==> config.mk <==
export PLATFORM = sky130hd
export DESIGN_NAME = rs_sched
export DESIGN_NICKNAME = d
export VERILOG_FILES = /design/src/rtl/rs_sched.sv
export SDC_FILE = /design/constraint.sdc
export NUM_CORES = 1
export LEC_CHECK = 0
export ABC_CLOCK_PERIOD_IN_PS = 2400
export BUFFER_PORTS_ARGS = -buffer_cell sky130_fd_sc_hd__buf_2
export CAP_MARGIN = 20
export CORE_MARGIN = 5
export CORE_UTILIZATION = 40
export DETAILED_ROUTE_END_ITERATION = 8
export PLACE_DENSITY_LB_ADDON = 0.15
export RECOVER_POWER = 50
export SETUP_SLACK_MARGIN = 0.05
export SLEW_MARGIN = 20
export SYNTH_ARGS = -nofsm -noshare
export SYNTH_HDL_FRONTEND = slang
export SYNTH_SLANG_ARGS = --single-unit
==> constraint.sdc <==
create_clock -name clk -period 2.4 [get_ports clk]
set_input_delay 0.48 -clock clk [delete_from_list [all_inputs] [get_ports clk]]
set_output_delay 0.48 -clock clk [all_outputs]
set_load 0.02 [all_outputs]
==> src/rtl/rs_sched.sv <==
module rs_sched #(
  parameter int NREG = 8,
  parameter int NRS  = 4,
  parameter int DW   = 16,
  parameter int OPW  = 4
) (
  input  logic                    clk,
  input  logic                    rst_n,
  input  logic                    iss_valid,
  input  logic [OPW-1:0]          iss_op,
  input  logic [$clog2(NREG)-1:0] iss_dst,
  input  logic [$clog2(NREG)-1:0] iss_src0,
  input  logic [$clog2(NREG)-1:0] iss_src1,
  output logic                    iss_stall,
  input  logic                    cdb_valid,
  input  logic [$clog2(NRS)-1:0]  cdb_tag,
  input  logic [DW-1:0]           cdb_value,
  input  logic                    disp_ready,
  output logic                    disp_valid,
  output logic [$clog2(NRS)-1:0]  disp_tag,
  output logic [OPW-1:0]          disp_op,
  output logic [DW-1:0]           disp_a,
  output logic [DW-1:0]           disp_b,
  input  logic [$clog2(NREG)-1:0] rd_idx,
  output logic                    rd_valid,
  output logic [$clog2(NRS)-1:0]  rd_tag,
  output logic [DW-1:0]           rd_value
);
  localparam int RW = $clog2(NREG);
  localparam int TW = $clog2(NRS);

  logic [NRS-1:0]  busy, sent, rdy0, rdy1;
  logic [TW-1:0]   tg0 [NRS];
  logic [TW-1:0]   tg1 [NRS];
  logic [DW-1:0]   vl0 [NRS];
  logic [DW-1:0]   vl1 [NRS];
  logic [OPW-1:0]  opq [NRS];

  logic [NREG-1:0] rat_vld;
  logic [TW-1:0]   rat_tag [NREG];
  logic [DW-1:0]   rat_val [NREG];

  logic [TW-1:0]   free_idx, pick_idx;
  logic            has_free, has_pick;
  logic [NRS-1:0]  ready;

  assign ready = busy & ~sent & rdy0 & rdy1;

  always_comb begin
    free_idx = '0; has_free = 1'b0;
    pick_idx = '0; has_pick = 1'b0;
    for (int i = NRS-1; i >= 0; i--) begin
      if (!busy[i]) begin free_idx = TW'(i); has_free = 1'b1; end
      if (ready[i]) begin pick_idx = TW'(i); has_pick = 1'b1; end
    end
  end

  logic ins, fire;
  assign ins       = iss_valid && has_free;
  assign fire      = has_pick && disp_ready;
  assign iss_stall = !has_free;

  logic          s0_hit, s1_hit;
  logic [DW-1:0] s0_val, s1_val;
  assign s0_hit = rat_vld[iss_src0] || (cdb_valid && cdb_tag == rat_tag[iss_src0]);
  assign s1_hit = rat_vld[iss_src1] || (cdb_valid && cdb_tag == rat_tag[iss_src1]);
  assign s0_val = rat_vld[iss_src0] ? rat_val[iss_src0] : cdb_value;
  assign s1_val = rat_vld[iss_src1] ? rat_val[iss_src1] : cdb_value;

  always_ff @(posedge clk) begin
    if (!rst_n) begin
      busy <= '0; sent <= '0; rdy0 <= '0; rdy1 <= '0;
      for (int i = 0; i < NRS; i++) begin
        tg0[i] <= '0; tg1[i] <= '0; vl0[i] <= '0; vl1[i] <= '0; opq[i] <= '0;
      end
    end else begin
      for (int i = 0; i < NRS; i++) begin
        if (cdb_valid && cdb_tag == TW'(i)) begin
          busy[i] <= 1'b0;
          sent[i] <= 1'b0;
        end
        if (busy[i] && !rdy0[i] && cdb_valid && tg0[i] == cdb_tag) begin
          rdy0[i] <= 1'b1; vl0[i] <= cdb_value;
        end
        if (busy[i] && !rdy1[i] && cdb_valid && tg1[i] == cdb_tag) begin
          rdy1[i] <= 1'b1; vl1[i] <= cdb_value;
        end
        if (fire && pick_idx == TW'(i)) sent[i] <= 1'b1;
        if (ins && free_idx == TW'(i)) begin
          busy[i] <= 1'b1;
          sent[i] <= 1'b0;
          opq[i]  <= iss_op;
          rdy0[i] <= s0_hit; tg0[i] <= rat_tag[iss_src0]; vl0[i] <= s0_val;
          rdy1[i] <= s1_hit; tg1[i] <= rat_tag[iss_src1]; vl1[i] <= s1_val;
        end
      end
    end
  end

  always_ff @(posedge clk) begin
    if (!rst_n) begin
      rat_vld <= '1;
      for (int j = 0; j < NREG; j++) begin
        rat_tag[j] <= '0; rat_val[j] <= '0;
      end
    end else begin
      for (int j = 0; j < NREG; j++) begin
        if (cdb_valid && !rat_vld[j] && rat_tag[j] == cdb_tag) begin
          rat_val[j] <= cdb_value;
          rat_vld[j] <= 1'b1;
        end
        if (ins && iss_dst == RW'(j)) begin
          rat_tag[j] <= free_idx;
          rat_vld[j] <= 1'b0;
        end
      end
    end
  end

  assign disp_valid = has_pick;
  assign disp_tag   = pick_idx;
  assign disp_op    = opq[pick_idx];
  assign disp_a     = vl0[pick_idx];
  assign disp_b     = vl1[pick_idx];

  assign rd_valid = rat_vld[rd_idx];
  assign rd_tag   = rat_tag[rd_idx];
  assign rd_value = rat_val[rd_idx];
endmodule

# After elaboration in Yosys (flattened, before gate mapping)
# Memories as Yosys holds them, arrays and structs flattened.
# Index checks and enable logic that the tools add are counted.
# W data, S select, Z words.
# totals
latchBits	0
regBits	24
elab_cells	429
ramBits	304
output_inout_bits	59
memories	7
mem_bits_ro	0
# mem_list
name	words	word_bits	rd	rd_clocked_by_memory_dff	wr	line_no	text
rat_val	8	16	3	0	8	41	logic [DW-1:0] rat_val [NREG];
vl0	4	16	1	0	4	35	logic [DW-1:0] vl0 [NRS];
vl1	4	16	1	0	4	36	logic [DW-1:0] vl1 [NRS];
opq	4	4	1	0	4	37	logic [OPW-1:0] opq [NRS];
rat_tag	8	2	11	0	8	40	logic [TW-1:0] rat_tag [NREG];
tg0	4	2	4	0	4	33	logic [TW-1:0] tg0 [NRS];
+1 memories	n/a	n/a	n/a	n/a	n/a	n/a	
# classes
mul	0
n_addsub	0
div_mod_pow	0
reduce_logical	115
order_cmp	3
shift	0
bitwise	49
mux	197
n_eq_ne	34
# op_table
operator	count
$mux W16	26
$mux W1	140
$logic_and A1 B1 Y1	64
$mux W2	24
$reduce_bool A2 Y1	24
$or A1 B1 Y1	44
$eq A2 B2 Y1	18
$logic_not A1 Y1	17
$mux W4	4
$and A4 B4 Y4	3
$eq A2 B2 Y1 const B	6
$eq A3 B3 Y1 const B	4
$lt A3 B4 Y1 const B	3
$bmux W1 S3	3
$reduce_or A2 Y1	4
$eq A2 B1 Y1 const B	3
$eq A3 B2 Y1 const B	2
$logic_not A2 Y1	3
$not A4 Y4	1
$eq A3 B1 Y1 const B	1
$logic_not A3 Y1	1
$logic_or A1 B1 Y1	2
$not A1 Y1	1

# Longest topological paths before layout
# logic_depth
depth_word	11
mapped_depth	8
mapped_depth_nobuf	6

# Worst setup path after synthesis
# Ideal clock, no wire load.
# synth_timing
kind	input to output
startpoint	in rd_idx[0]
endpoint	out rd_tag[1]
path_slack_ps	14
cell_stages	4
t_arrival_ps	1906
required_time_ps	1920
path_buffers	2
path_cell_list	buf_2 -> buf_2 -> mux4_2 -> mux2_2
# synth_via
elab_chain_len	1
# synth_lines
element	line_no	text
start: declaration	24	input logic [$clog2(NREG)-1:0] rd_idx,
$mem_v2 Z8 W2	n/a	
end: declaration	26	output logic [$clog2(NRS)-1:0] rd_tag,
# No other way between the ends.

# Worst setup path in the final report
# layout_timing
startpoint	reg sent[2]
endpoint	out disp_a[1]
# layout_via
elab_chain_len	8
# layout_lines
element	line_no	text
start: declaration	32	logic [NRS-1:0] busy, sent, rdy0, rdy1;
start signal: assignment	72	busy <= '0; sent <= '0; rdy0 <= '0; rdy1 <= '0;
start signal: indexed assignment	80	sent[i] <= 1'b0;
start signal: indexed assignment	88	if (fire && pick_idx == TW'(i)) sent[i] <= 1'b1;
$not A4 Y4	47	assign ready = busy & ~sent & rdy0 & rdy1;
$and A4 B4 Y4 (3 in a row)	47	
$mux W2 (3 in a row)	54	if (ready[i]) begin pick_idx = TW'(i); has_pick = 1'b1; end
$mem_v2 Z4 W16	n/a	
end: declaration	22	output logic [DW-1:0] disp_a,
# No other way between the ends.

==> reports/qor.csv <==
metric,value,unit
ANT nets after route,0,
final setup violation count,68,
Core Area,44320,sq um
final wirelength,58.04,mm
CTS tree,yes,
DRT Pass-1 Iters,7,
row cnt,77,
Setup CP Type,flip-flop to output pin,
gp weighted congestion,0.8356,
IO Count,98,
global route overflow,0,
crit-path max FO,14,
Slew @ Worst Pin,1050,ps
sequential share of the synthesized area,0.5339,
Die ar.,49340,sq um
final hold violations,0,
TNS Setup,-11010,ps
synth top area cells,"edfxtp_1 51%, mux4_2 12%, a22o_1 6.3%",
design area,22570,sq um
Post-synth EDFFs,304,
unrepaired setup endpoints after global routing,true,
yosys warns,0,
PwrDens,649.1,nW/um^2
Worst Skew,18.90,ps
CTS Buf Count,37,
initial antenna violation count,2,
drt drc,0,
Crit. path cell count,8,
Routed wire per std cell,26.19,um
internal reg-to-reg setup slack,-80,ps
FF-to-FF End,vl1[2][10]$_SDFFCE_PN0P_,
DP Area,20090,sq um
H-tree Lvls,2,
Root Driver,clkbuf_16,
#FFs+latches synth,328,
Reg2Reg Depth,9,
mux contribution to synthesized area,0.1780,
"Top FF cell, synth",edfxtp_1,
max_slew headroom,0.3001,
fin crit share,1.125,
Worst Path Buf+Inv,3,
Port Buffers,97,
Sink Count,328,
layout cells sized above 1,0.3413,
largest net degree at the start of global routing,49,
Post-Synth Adder-Cell Area,0,
Initial Utilization,0.4061,
Syn Inst Count,1373,
XOR/XNOR Fraction of Synth Area,0.01655,
Unique masters post-synth,52,
HP Class,input port to flip-flop,
CP required,1920,ps
max cap viols,0,
Compound-Gate Fraction of Synth Area,0.1399,
GRT Total Usage,0.2285,
Detailed Route Iter0 Violations,1161,
vias in the first global route,13430,
CTS Hold Bufs,0,
post-DR vias/cell,6.008,
"area leader, netlist",edfxtp_1,
Setup crit start,sent[2]$_SDFFE_PP0P_,
Fillers,3878,
Worst Setup EP,disp_a[1],
CP cell instances,"and4b_2, a41oi_2, a21o_4, buf_12, a22oi_1, o21ai_2, buf_4, buf_2",
Worst Path Arrival,2220,ps
CP max stage delay,320,ps
"count leader, synth",edfxtp_1,
critical path capture point type,output pin,
Die H,222.1,um
Synth Area in Simple Gates,0.08822,
Syn-to-layout area delta,25.40,%
synthesized area,18000,sq um
Async SR Flop Fraction,0,
leakage,0.008802,uW
post-route setup slack,-299.7,ps
Final #Nets,1635,
CP startpoint kind,flip-flop,
clk buf depth,3,
Chip Width,222.1,um
FF-to-FF Start,busy[0]$_SDFFE_PN0P_,
Max Slew Vio Count,0,
detailed-route via count,13313,
Mapped Nets,1412,
first-pass GRT wire length,85.68,mm
Post-Syn Area per Cell,13.11,sq um
CP max-delay cell,dfxtp_2,
"Clk pin slew, worst setup/hold paths",60,ps
status,"complete, but fails checks",
"CP delay by family, top",compound AO/OA/AOI/OAI gates,
maximum vdd drop,345.4,uV
clk_lat worst skew,540,ps
top-area cell type share of the netlist area,0.5072,
fmax,0.3704,GHz
fin crit period,2700,ps
violated checks,negative setup slack,
largest family of logic cells by synthesized area,multiplexers,
post-DP HPWL,36.28,mm
most instantiated cells after synthesis,"304 x edfxtp_1, 143 x nor2_1, 130 x a22o_1",
==> worst min path at each step <==
stage | start | to | slack (ps) | depth (start not counted)
2_1_floorplan | sent[1]$_SDFFE_PP0P_ | sent[1]$_SDFFE_PP0P_ | 440 | 2
3_3_place_gp | sent[1]$_SDFFE_PP0P_ | sent[1]$_SDFFE_PP0P_ | 450 | 2
3_5_place_dp | sent[1]$_SDFFE_PP0P_ | sent[1]$_SDFFE_PP0P_ | 470 | 2
4_1_cts | disp_ready | sent[1]$_SDFFE_PP0P_ | 240 | 3
5_1_grt | disp_ready | sent[1]$_SDFFE_PP0P_ | 270 | 3
6_report | disp_ready | sent[1]$_SDFFE_PP0P_ | 280 | 3
==> power breakdown <==
group          switching (uW)  internal, uW  leakage [uW]  total, uW
registers                 140          6560       0.00336       6700
clock network            2270          3460      0.000597       5730
logic                    1230           990       0.00484       2220
==> registers in the layout (all words and copies together) (netlist names) <==
register,cells
opq,16
rdy0,4
vl1,64
rat_val,128
tg0,8
vl0,64
rat_tag,16
tg1,8
rat_vld,8
rdy1,4
sent,4
busy,4
==> layer usage <==
| layer | share of wire | routed length, um | track usage | up-vias |
|---|---|---|---|---|
| met5 | 0 | 0 | 0 | - |
| met4 | 0.032 | 1840 | 0.07238 | 0 |
| met3 | 0.064 | 3704 | 0.02926 | 116 |
| met2 | 0.48 | 27790 | 0.3783 | 573 |
| met1 | 0.43 | 24700 | 0.3157 | 6767 |
| li1 | - | - | - | 5857 |
==> cell type report <==
type | instances | area (sq um) | area share
inverters | 31 | 118.9 | 0.005267
clock inverters | 16 | 181.4 | 0.008039
multi-input cells | 879 | 7909 | 0.3504
diodes | 1 | 2.502 | 0.0001109
clock buffers | 50 | 1037 | 0.04596
repair buffers | 319 | 2963 | 0.1313
flip-flops and latches | 328 | 9617 | 0.4261
well taps | 592 | 740.7 | 0.03282
==> layout by cell type, fill, tap and decap left out, types with 17 or more instances in the layout <==
cell type	netlist	routed
o21ai_1	0	27
clkbuf_16	0	40
a22o_1	130	130
nor2b_1	37	37
buf_6	5	31
nand2_1	68	68
buf_12	1	40
inv_1	31	30
mux4_2	99	99
edfxtp_1	304	304
a22oi_2	0	30
buf_4	18	175
clkbuf_1	85	18
a21oi_1	35	34
mux2_4	0	17
nor2_1	143	140
mux2i_1	38	38
a211oi_1	31	31
dfxtp_1	24	18
xor2_1	18	18
a22oi_1	73	43
buf_2	21	50
==> cell families (layout without fill, tap and decap cells) <==
group / count (synthesis) / count (layout)
AOI/OAI and AO/OA: 342 / 342
and+or+nand+nor: 330 / 330
DFF: 328 / 328
muxes: 173 / 173
buffers and inverters: 166 / 416
xor gates and xnor gates: 34 / 34
other: 0 / 1
==> timing repair <==
action,in CTS,in global routing
setup endpoints to repair,57,57
buffers inserted,75,18
pin swaps,7,9
resized for setup,156,39
gates cloned,6,1
==> metrics by stage <==
step / power (uW) / util / std cells / worst slack [ps] / hold WS (ps)
global placement: 8788 / 0.4534 / 2053 / -137.2 / 452.9
global route: 15140 / 0.5093 / 2216 / -374.3 / 269.4
floorplan: 7982 / - / 1373 / 107.1 / 443.8
finish: 14650 / 0.5093 / 2216 / -299.7 / 280.5
CTS: 14710 / 0.5071 / 2199 / -317.0 / 243.9
detailed placement: 8816 / 0.4534 / 2053 / -175.6 / 470.4
==> worst reg2reg max path: cells and delay by family (launching register included) <==
kind            cells  cell delay [ps]
compound gates      1              200
buf+inv             4             1180
flops               1              310
simple gates        4              550
No activity file was read; power rests on OpenSTA's default activity.
